<file path="src/rtl/mcg_pkg.sv">
`timescale 1ns/1ps
// Shared constants and the ratio lookup for the master clock generator.
// Assumes: periods are counted in half system clock cycles, so every
// half-integer ratio turns into a whole count.
package mcg_pkg;

    localparam int CODE_W = 4;   // width of the bit clock ratio selector
    localparam int HP_W   = 7;   // width of a period counted in half-cycles

    // Map a ratio selector to the bit clock period in system clock half-cycles.
    function automatic logic [HP_W-1:0] half_period(input logic [CODE_W-1:0] sel);
        logic [HP_W-1:0] hp;
        case (sel)
            4'd0:    hp = 7'd2;
            4'd1:    hp = 7'd3;
            4'd2:    hp = 7'd4;
            4'd3:    hp = 7'd6;
            4'd4:    hp = 7'd8;
            4'd5:    hp = 7'd11;
            4'd6:    hp = 7'd12;
            4'd7:    hp = 7'd16;
            4'd8:    hp = 7'd22;
            4'd9:    hp = 7'd24;
            4'd10:   hp = 7'd32;
            4'd11:   hp = 7'd44;
            4'd12:   hp = 7'd48;
            4'd13:   hp = 7'd64;
            4'd14:   hp = 7'd88;
            default: hp = 7'd96;
        endcase
        return hp;
    endfunction

endpackage

</file>
<file path="src/rtl/mcg_bit_phase.sv">
`timescale 1ns/1ps
// Half-cycle phase counter for the bit clock.
// Each system clock cycle covers two slots: slot 0 (clock high) and
// slot 1 (clock low). For both slots this module reports the bit clock
// level and whether a falling edge starts there.
// Assumes: period_i >= 2, so there is at most one falling edge per cycle.
module mcg_bit_phase
    import mcg_pkg::*;
#(
    parameter int PW = HP_W
) (
    input  logic          clk_i,
    input  logic          rst_ni,
    input  logic          run_i,
    input  logic [PW-1:0] period_i,
    output logic          slot0_hi_o,
    output logic          slot1_hi_o,
    output logic          fall0_o,
    output logic          fall1_o
);

    logic [PW-1:0] pos_q;
    logic [PW-1:0] pos0;
    logic [PW-1:0] pos1;
    logic [PW-1:0] pos_next;
    logic [PW-1:0] hi_len;

    // Advance a slot position with wrap; also recovers if the period shrinks.
    function automatic logic [PW-1:0] step_pos(input logic [PW-1:0] p,
                                               input logic [PW-1:0] per);
        return (p >= per - PW'(1)) ? '0 : p + PW'(1);
    endfunction

    // Slot positions, levels and falling-edge flags for the coming cycle.
    always_comb begin
        hi_len     = period_i >> 1;
        pos0       = pos_q;
        pos1       = step_pos(pos0, period_i);
        pos_next   = step_pos(pos1, period_i);
        slot0_hi_o = (pos0 < hi_len);
        slot1_hi_o = (pos1 < hi_len);
        fall0_o    = (pos0 == hi_len);
        fall1_o    = (pos1 == hi_len);
    end

    // Hold the slot-0 position of the next cycle; cleared when not running.
    always_ff @(posedge clk_i) begin
        if (!rst_ni || !run_i) begin
            pos_q <= '0;
        end else begin
            pos_q <= pos_next;
        end
    end

    // with a steady period the position stays inside the period.
    a_r3_pos_in_range: assert property (@(posedge clk_i) disable iff (!rst_ni)
        (run_i && $stable(period_i)) |-> (pos_q < period_i));

    // never two bit clock falling edges in one system clock cycle.
    a_r6_single_fall: assert property (@(posedge clk_i) disable iff (!rst_ni)
        run_i |-> !(fall0_o && fall1_o));

endmodule

</file>
<file path="src/rtl/mcg_frame_track.sv">
`timescale 1ns/1ps
// Frame position tracker for the left/right clock.
// Advances one bit index at each bit clock falling edge reported for the
// two slots of a cycle, and gives the frame clock level of each slot.
// Assumes: at most one of fall0_i / fall1_i is set in a cycle.
module mcg_frame_track #(
    parameter int FW = 11
) (
    input  logic          clk_i,
    input  logic          rst_ni,
    input  logic          run_i,
    input  logic [FW-1:0] len_i,
    input  logic          fall0_i,
    input  logic          fall1_i,
    output logic          lr0_o,
    output logic          lr1_o
);

    typedef struct packed {
        logic          live;   // a bit clock falling edge has been seen
        logic [FW-1:0] idx;    // bit index inside the frame
    } frame_st_t;

    frame_st_t st_q;
    frame_st_t st0;
    frame_st_t st1;
    logic      len_ok;
    logic [FW-1:0] half_len;

    // Move the frame state on by one bit period.
    function automatic frame_st_t step_st(input frame_st_t s,
                                          input logic [FW-1:0] len);
        frame_st_t n;
        n.live = 1'b1;
        if (!s.live || (s.idx >= len - FW'(1))) begin
            n.idx = '0;
        end else begin
            n.idx = s.idx + FW'(1);
        end
        return n;
    endfunction

    // Frame state after slot 0 and after slot 1, and the matching levels.
    always_comb begin
        len_ok   = (len_i >= FW'(2));
        half_len = len_i >> 1;
        st0      = fall0_i ? step_st(st_q, len_i) : st_q;
        st1      = fall1_i ? step_st(st0, len_i) : st0;
        lr0_o    = st0.live && len_ok && (st0.idx < half_len);
        lr1_o    = st1.live && len_ok && (st1.idx < half_len);
    end

    // Keep the state reached at the end of the cycle; cleared when not running.
    always_ff @(posedge clk_i) begin
        if (!rst_ni || !run_i) begin
            st_q <= '0;
        end else begin
            st_q <= st1;
        end
    end

    // the frame clock is never high before the first falling edge.
    a_r7_low_before_start: assert property (@(posedge clk_i) disable iff (!rst_ni)
        (run_i && !st_q.live && !fall0_i) |-> !lr0_o);

endmodule

</file>
<file path="src/rtl/mcg_master_clkgen.sv">
`timescale 1ns/1ps
// Master-mode bit clock and frame clock generator (top).
// Registers the slot-0 and slot-1 levels of both clocks at each system
// clock rising edge. It drives slot 0 while the system clock is high and
// slot 1 while it is low, which gives half-cycle edge placement.
// Assumes: inputs are synchronous to clk_i; outputs feed pads or a
// consumer that accepts a clock-level-steered waveform.
module mcg_master_clkgen
    import mcg_pkg::*;
#(
    parameter int FRAME_W = 11
) (
    input  logic               clk_i,
    input  logic               rst_ni,
    input  logic               master_en_i,
    input  logic [CODE_W-1:0]  bclk_sel_i,
    input  logic [FRAME_W-1:0] frame_len_i,
    output logic               bclk_o,
    output logic               lrclk_o
);

    logic [HP_W-1:0] period;
    logic slot0_hi;
    logic slot1_hi;
    logic fall0;
    logic fall1;
    logic lr0;
    logic lr1;
    logic b0_q;
    logic b1_q;
    logic l0_q;
    logic l1_q;

    // Decode the ratio selector into a half-cycle period.
    always_comb begin
        period = half_period(bclk_sel_i);
    end

    mcg_bit_phase #(.PW(HP_W)) u_phase (
        .clk_i      (clk_i),
        .rst_ni     (rst_ni),
        .run_i      (master_en_i),
        .period_i   (period),
        .slot0_hi_o (slot0_hi),
        .slot1_hi_o (slot1_hi),
        .fall0_o    (fall0),
        .fall1_o    (fall1)
    );

    mcg_frame_track #(.FW(FRAME_W)) u_frame (
        .clk_i   (clk_i),
        .rst_ni  (rst_ni),
        .run_i   (master_en_i),
        .len_i   (frame_len_i),
        .fall0_i (fall0),
        .fall1_i (fall1),
        .lr0_o   (lr0),
        .lr1_o   (lr1)
    );

    // Register both slot levels for the coming cycle; low when idle.
    always_ff @(posedge clk_i) begin
        if (!rst_ni || !master_en_i) begin
            b0_q <= 1'b0;
            b1_q <= 1'b0;
            l0_q <= 1'b0;
            l1_q <= 1'b0;
        end else begin
            b0_q <= slot0_hi;
            b1_q <= slot1_hi;
            l0_q <= lr0;
            l1_q <= lr1;
        end
    end

    // Steer slot 0 to the pins while the clock is high, slot 1 while low.
    always_comb begin
        bclk_o  = clk_i ? b0_q : b1_q;
        lrclk_o = clk_i ? l0_q : l1_q;
    end

    // a fresh enable starts with bit clock high and frame clock low.
    a_r1_restart_high: assert property (@(posedge clk_i) disable iff (!rst_ni)
        $rose(master_en_i) |=> (b0_q && !l0_q));

    // a frame clock change at a cycle boundary needs a bit clock fall there.
    a_r6_lr_edge_slot0: assert property (@(posedge clk_i) disable iff (!rst_ni)
        ($past(master_en_i) && (l0_q != $past(l1_q))) |-> (!b0_q && $past(b1_q)));

    // a frame clock change mid-cycle needs a bit clock fall there.
    a_r6_lr_edge_slot1: assert property (@(posedge clk_i) disable iff (!rst_ni)
        (l1_q != l0_q) |-> (b0_q && !b1_q));

    // an invalid frame length keeps the frame clock low.
    a_r8_invalid_len_low: assert property (@(posedge clk_i) disable iff (!rst_ni)
        (master_en_i && (frame_len_i < FRAME_W'(2))) |=> (!l0_q && !l1_q));

endmodule

</file>
<file path="config.mk">
export PLATFORM = sky130hd
export DESIGN_NAME = mcg_master_clkgen
export DESIGN_NICKNAME = d
export VERILOG_FILES = /design/src/rtl/mcg_pkg.sv /design/src/rtl/mcg_bit_phase.sv /design/src/rtl/mcg_frame_track.sv /design/src/rtl/mcg_master_clkgen.sv
export SDC_FILE = /design/constraint.sdc
export NUM_CORES = 1
export LEC_CHECK = 0
export CORE_AREA = 2 2 93 95
export DETAILED_ROUTE_END_ITERATION = 16
export DIE_AREA = 0 0 95 97
export SYNTH_ARGS = -nofsm -noshare
export SYNTH_HDL_FRONTEND = slang
export SYNTH_SLANG_ARGS = --single-unit
</file>
<file path="constraint.sdc">
create_clock -name clk_i -period 15.1 [get_ports clk_i]
set_clock_uncertainty 0.05 [all_clocks]
set_input_delay 2.265 -clock clk_i [delete_from_list [all_inputs] [get_ports clk_i]]
set_output_delay 2.265 -clock clk_i [all_outputs]
set_load 0.02 [all_outputs]
</file>
* Word-level counts from Yosys, hierarchy flattened
Memories as Yosys holds them, arrays and structs flattened.
Cells that the tools add are included.
** Operators by class
- $add $sub $neg :: 6
- Magnitude comparators :: 9
- Eq/ne operators :: 2
- Muxes and demuxes :: 7
- Reductions and logical operators :: 12
** Operators with widths (number)
- two-way mux 12 bit :: 2
- adder 11 x 1 -> 11 bit, second input constant :: 2
- >= comparator 11 bit :: 2
- less-than comparator 11 x 10 -> 1 bit :: 2
- two-way mux 11 bit :: 2
- adder 7 x 1 -> 7 bit, second input constant :: 2
- == test 7 x 6 -> 1 bit :: 2
- >= comparator 7 bit :: 2
- less-than comparator 7 x 6 -> 1 bit :: 2
- >= comparator 11 x 2 -> 1 bit, second input constant :: 1
- subtractor 11 x 1 -> 11 bit, second input constant :: 1
- two-way mux 7 bit :: 1
- subtractor 7 x 1 -> 7 bit, second input constant :: 1
- logical AND 1 bit :: 4
- logical NOT 1 bit :: 4
- logical OR 1 bit :: 3
- two-way mux 1 bit :: 2
- OR reduction 2 bit :: 1
** Storage, ports and cells
- Flip-flop bits (word level) :: 23
- Memory bits (read-only) :: 112
- Output and inout bits :: 2
- Logic and storage cells :: 44
- Memories :: 1
** Memory list
- (name not given) :: words 16, bits a word 7, read ports 1, clocked after Yosys merged registers in 0, write ports 0, line mcg_pkg.sv:13 : case (sel)

* Depth between registers and ports, before layout
- Word-level depth :: 11
- Gate-level depth with buffers :: 34
- Mapped depth without buffers :: 32

* Cells and area by module
Synthesis repeated with hierarchy kept, for this count alone.
** Unflattened totals
- Cell total of the unflattened synthesis :: 489
- Area total of the unflattened synthesis :: 3856.2 um2
** By module, submodules not included
- mcg_frame_track :: times used 1, cells each 281, area each 2178.3 um2, seq. area each 240.2 um2
- mcg_bit_phase :: times used 1, cells each 165, area each 1316.3 um2, seq. area each 140.1 um2
- mcg_master_clkgen :: times used 1, cells each 43, area each 361.6 um2, seq. area each 80.1 um2

==> summary.md <==
| Metric | Value |
|---|---|
| Register area share after synthesis | 12.9% |
| Slew @ Worst Pin | 1120 ps |
| Max Cap Viol | 0 |
| # DRC | 0 |
| CP Class | clk2out |
| RD Place Congestion | 1.02 |
| Pwr Density | 54.0 mW/mm2 |
| Syn_nets | 558 |
| CP endpoint kind | output pin |
| Die Span X | 95 um |
| # hold bufs at CTS | 0 |
| Yosys warning count | 0 |
| Core Box Area | 0.00813 mm2 |
| Routed Antenna Nets | 0 |
| Max Slew Vio Count | 0 |
| Number of synthesized register bits | 23 |
| Initial antenna violation count | 0 |
| Largest net degree at the start of global routing | 21 |
| Max stage delay on crit path | 600 ps |
| Total Neg Setup Slack | 0 ps |
| Clk slew on worst S/H paths | 80 ps |
| Crit Path Max Fanout | 2 |
| CTS tree | done |
| Synth Cell Area | 0.00357 mm2 |
| Final Hold Vio Count | 0 |
| Core Util, Final | 48.7% |
| Critical path required time | 12790 ps |
| Buf/Inv on CP | 3 |
| Worst skew pair latency | 380 ps |
| Gr usage total | 23.5% |
| Fraction of registers with async set/reset | 0% |
| ANT cells | 0 |
| Final #Nets | 578 |
| Vias/cell | 6.03 |
| Routed length per instance | 17.7 um |
| I/O Buffers | 19 |
| Post-Route WL | 10400 um |
| Setup repair after global routing missed its margin | no |
| Syn Area/Cell | 7.68 um2 |
| Cell variety after synth | 62 |
| CP arrival | 8610 ps |
| Most frequent CP cell | clkbuf_8 |
| Slew HR | 25.2% |
| Hold/Removal Path Class | reg2reg |
| Die ar. | 0.00922 mm2 |
| Number of global-route vias before repair | 3302 |
| I/O pins | 20 |
| Setup repair bufs after CTS | 0 |
| Delay-heaviest family, CP | buffers and inverters |
| DR iter-0 viols | 303 |
| DPL Wire Length | 8600 um |
| Peak VDD IR | 0.0411 mV |
| Share of cells above drive strength 1 | 5.79% |
| Number of standard cells after synthesis | 465 |
| Synth Flop Type | dfxtp_1 |
| EDFF count, synth | 0 |
| Worst Setup Start Kind | clock port |
| Via count | 3552 |
| Pleak | 1.76 nW |
| Congestion Overflow GR | 0 |
| Status | complete, no violations |
| Starting Density | 43.9% |
| Final setup vio count | 0 |
| Post-CTS sizing | 0 |
| Slowest cell on crit path | clkdlybuf4s50_1 |
| Most common cell after layout, fill and taps aside | ha_1 |
| First-pass GRT wire length | 17000 um |
| Die Y | 97 um |
| 1st-pass router iterations | 5 |
| Most frequent cells in the layout | ha_1 (75), nor2_1 (43), nand2_1 (33), inv_1 (29), a21oi_1 (29) |
| Area grow syn2layout | 10.7% |
| Num rows | 33 |
| CP Cell Sequence | clkbuf_8 -> clkbuf_8 -> mux2_2 -> clkdlybuf4s50_1 |
==> metrics by stage <==
stage          std cells  cell area [um2]  setup slack (ps)  hold WS (ps)  power (W)
3_5_place_dp         581             3860              4460           597   0.000141
5_1_grt              589             3960              4150           665   0.000229
4_1_cts              589             3960              4160           613   0.000214
6_report             589             3960              4170           621   0.000214
3_3_place_gp         581             3860              4460           582   0.000140
2_1_floorplan        465             3570              4930           474   0.000117
==> cell usage after synthesis (8+ instances only) <==
cell type / instances / area, um2
xor2_1: 16 / 140
nand2_1: 33 / 124
o21ai_0: 22 / 110
a21oi_1: 29 / 145
nand2b_1: 10 / 62.6
nand3_1: 23 / 115
nor2b_1: 8 / 50.1
dfxtp_1: 23 / 460
xnor2_1: 16 / 140
nor3_1: 23 / 115
inv_1: 29 / 109
nand4_1: 13 / 81.3
ha_1: 75 / 938
nor2_1: 43 / 161
==> power breakdown <==
| part | leakage, nW | switching [W] | internal [W] | total (W) |
|---|---|---|---|---|
| combinational | 1.50 | 0.0000421 | 0.0000268 | 0.0000689 |
| clock | 0.0716 | 0.0000345 | 0.0000464 | 0.0000809 |
| sequential | 0.186 | 0.00000160 | 0.0000622 | 0.0000638 |
| total | 1.76 | 0.0000782 | 0.000135 | 0.000214 |
==> cells by family (layout without fill, tap and decap cells) <==
family / after synthesis / in the layout / share of synthesized area, %
adders and majority gates: 75 / 75 / 26.3
muxes: 3 / 3 / 1.05
buffers and inverters: 39 / 58 / 4.59
and+or+nand+nor: 187 / 187 / 27.3
AOI/OAI and AO/OA: 106 / 106 / 20.1
DFF: 23 / 23 / 12.9
xor gates and xnor gates: 32 / 32 / 7.84
==> worst min-delay path, cell delays in order, from the launching register on <==
cell,delay [ps]
dfxtp_1,420
nor2_1,120
nor2_1,100
==> path summary, 6_finish.rpt <==
kind	to	slack, ps	start	depth (start not counted)
min reg2reg	u_phase.pos0[0]$_SDFF_PP0_	620	u_phase.pos0[0]$_SDFF_PP0_	2
min	u_phase.pos0[0]$_SDFF_PP0_	620	u_phase.pos0[0]$_SDFF_PP0_	2
max	lrclk_o	4170	clk_i	4
max reg2reg	l1_q$_SDFF_PP0_	8510	u_phase.pos0[0]$_SDFF_PP0_	24
==> per-layer routing <==
layer | global-route usage [%] | vias up | routed length [um]
met3 | 3.97 | 16 | 840
met2 | 32.7 | 166 | 4290
met4 | 6.69 | 0 | 118
met5 | 0 | - | 0
met1 | 36.6 | 1621 | 5190
li1 | - | 1749 | -
==> sequential cells by signal (all words and copies together), names as in the netlist <==
register	cells
u_frame.st_q	12
l0_q	1
b0_q	1
l1_q	1
u_phase.pos0	7
b1_q	1
==> final cells by class <==
| cell class | instances | area (um2) |
|---|---|---|
| sequential | 23 | 460 |
| inverter | 30 | 113 |
| timing repair buffer | 18 | 178 |
| clock buffer | 9 | 116 |
| tap | 105 | 131 |
| multi-input combinational | 403 | 2950 |
| clock inverter | 1 | 5.00 |
| fill | 803 | 4180 |
No activity file was read; power rests on OpenSTA's default activity.
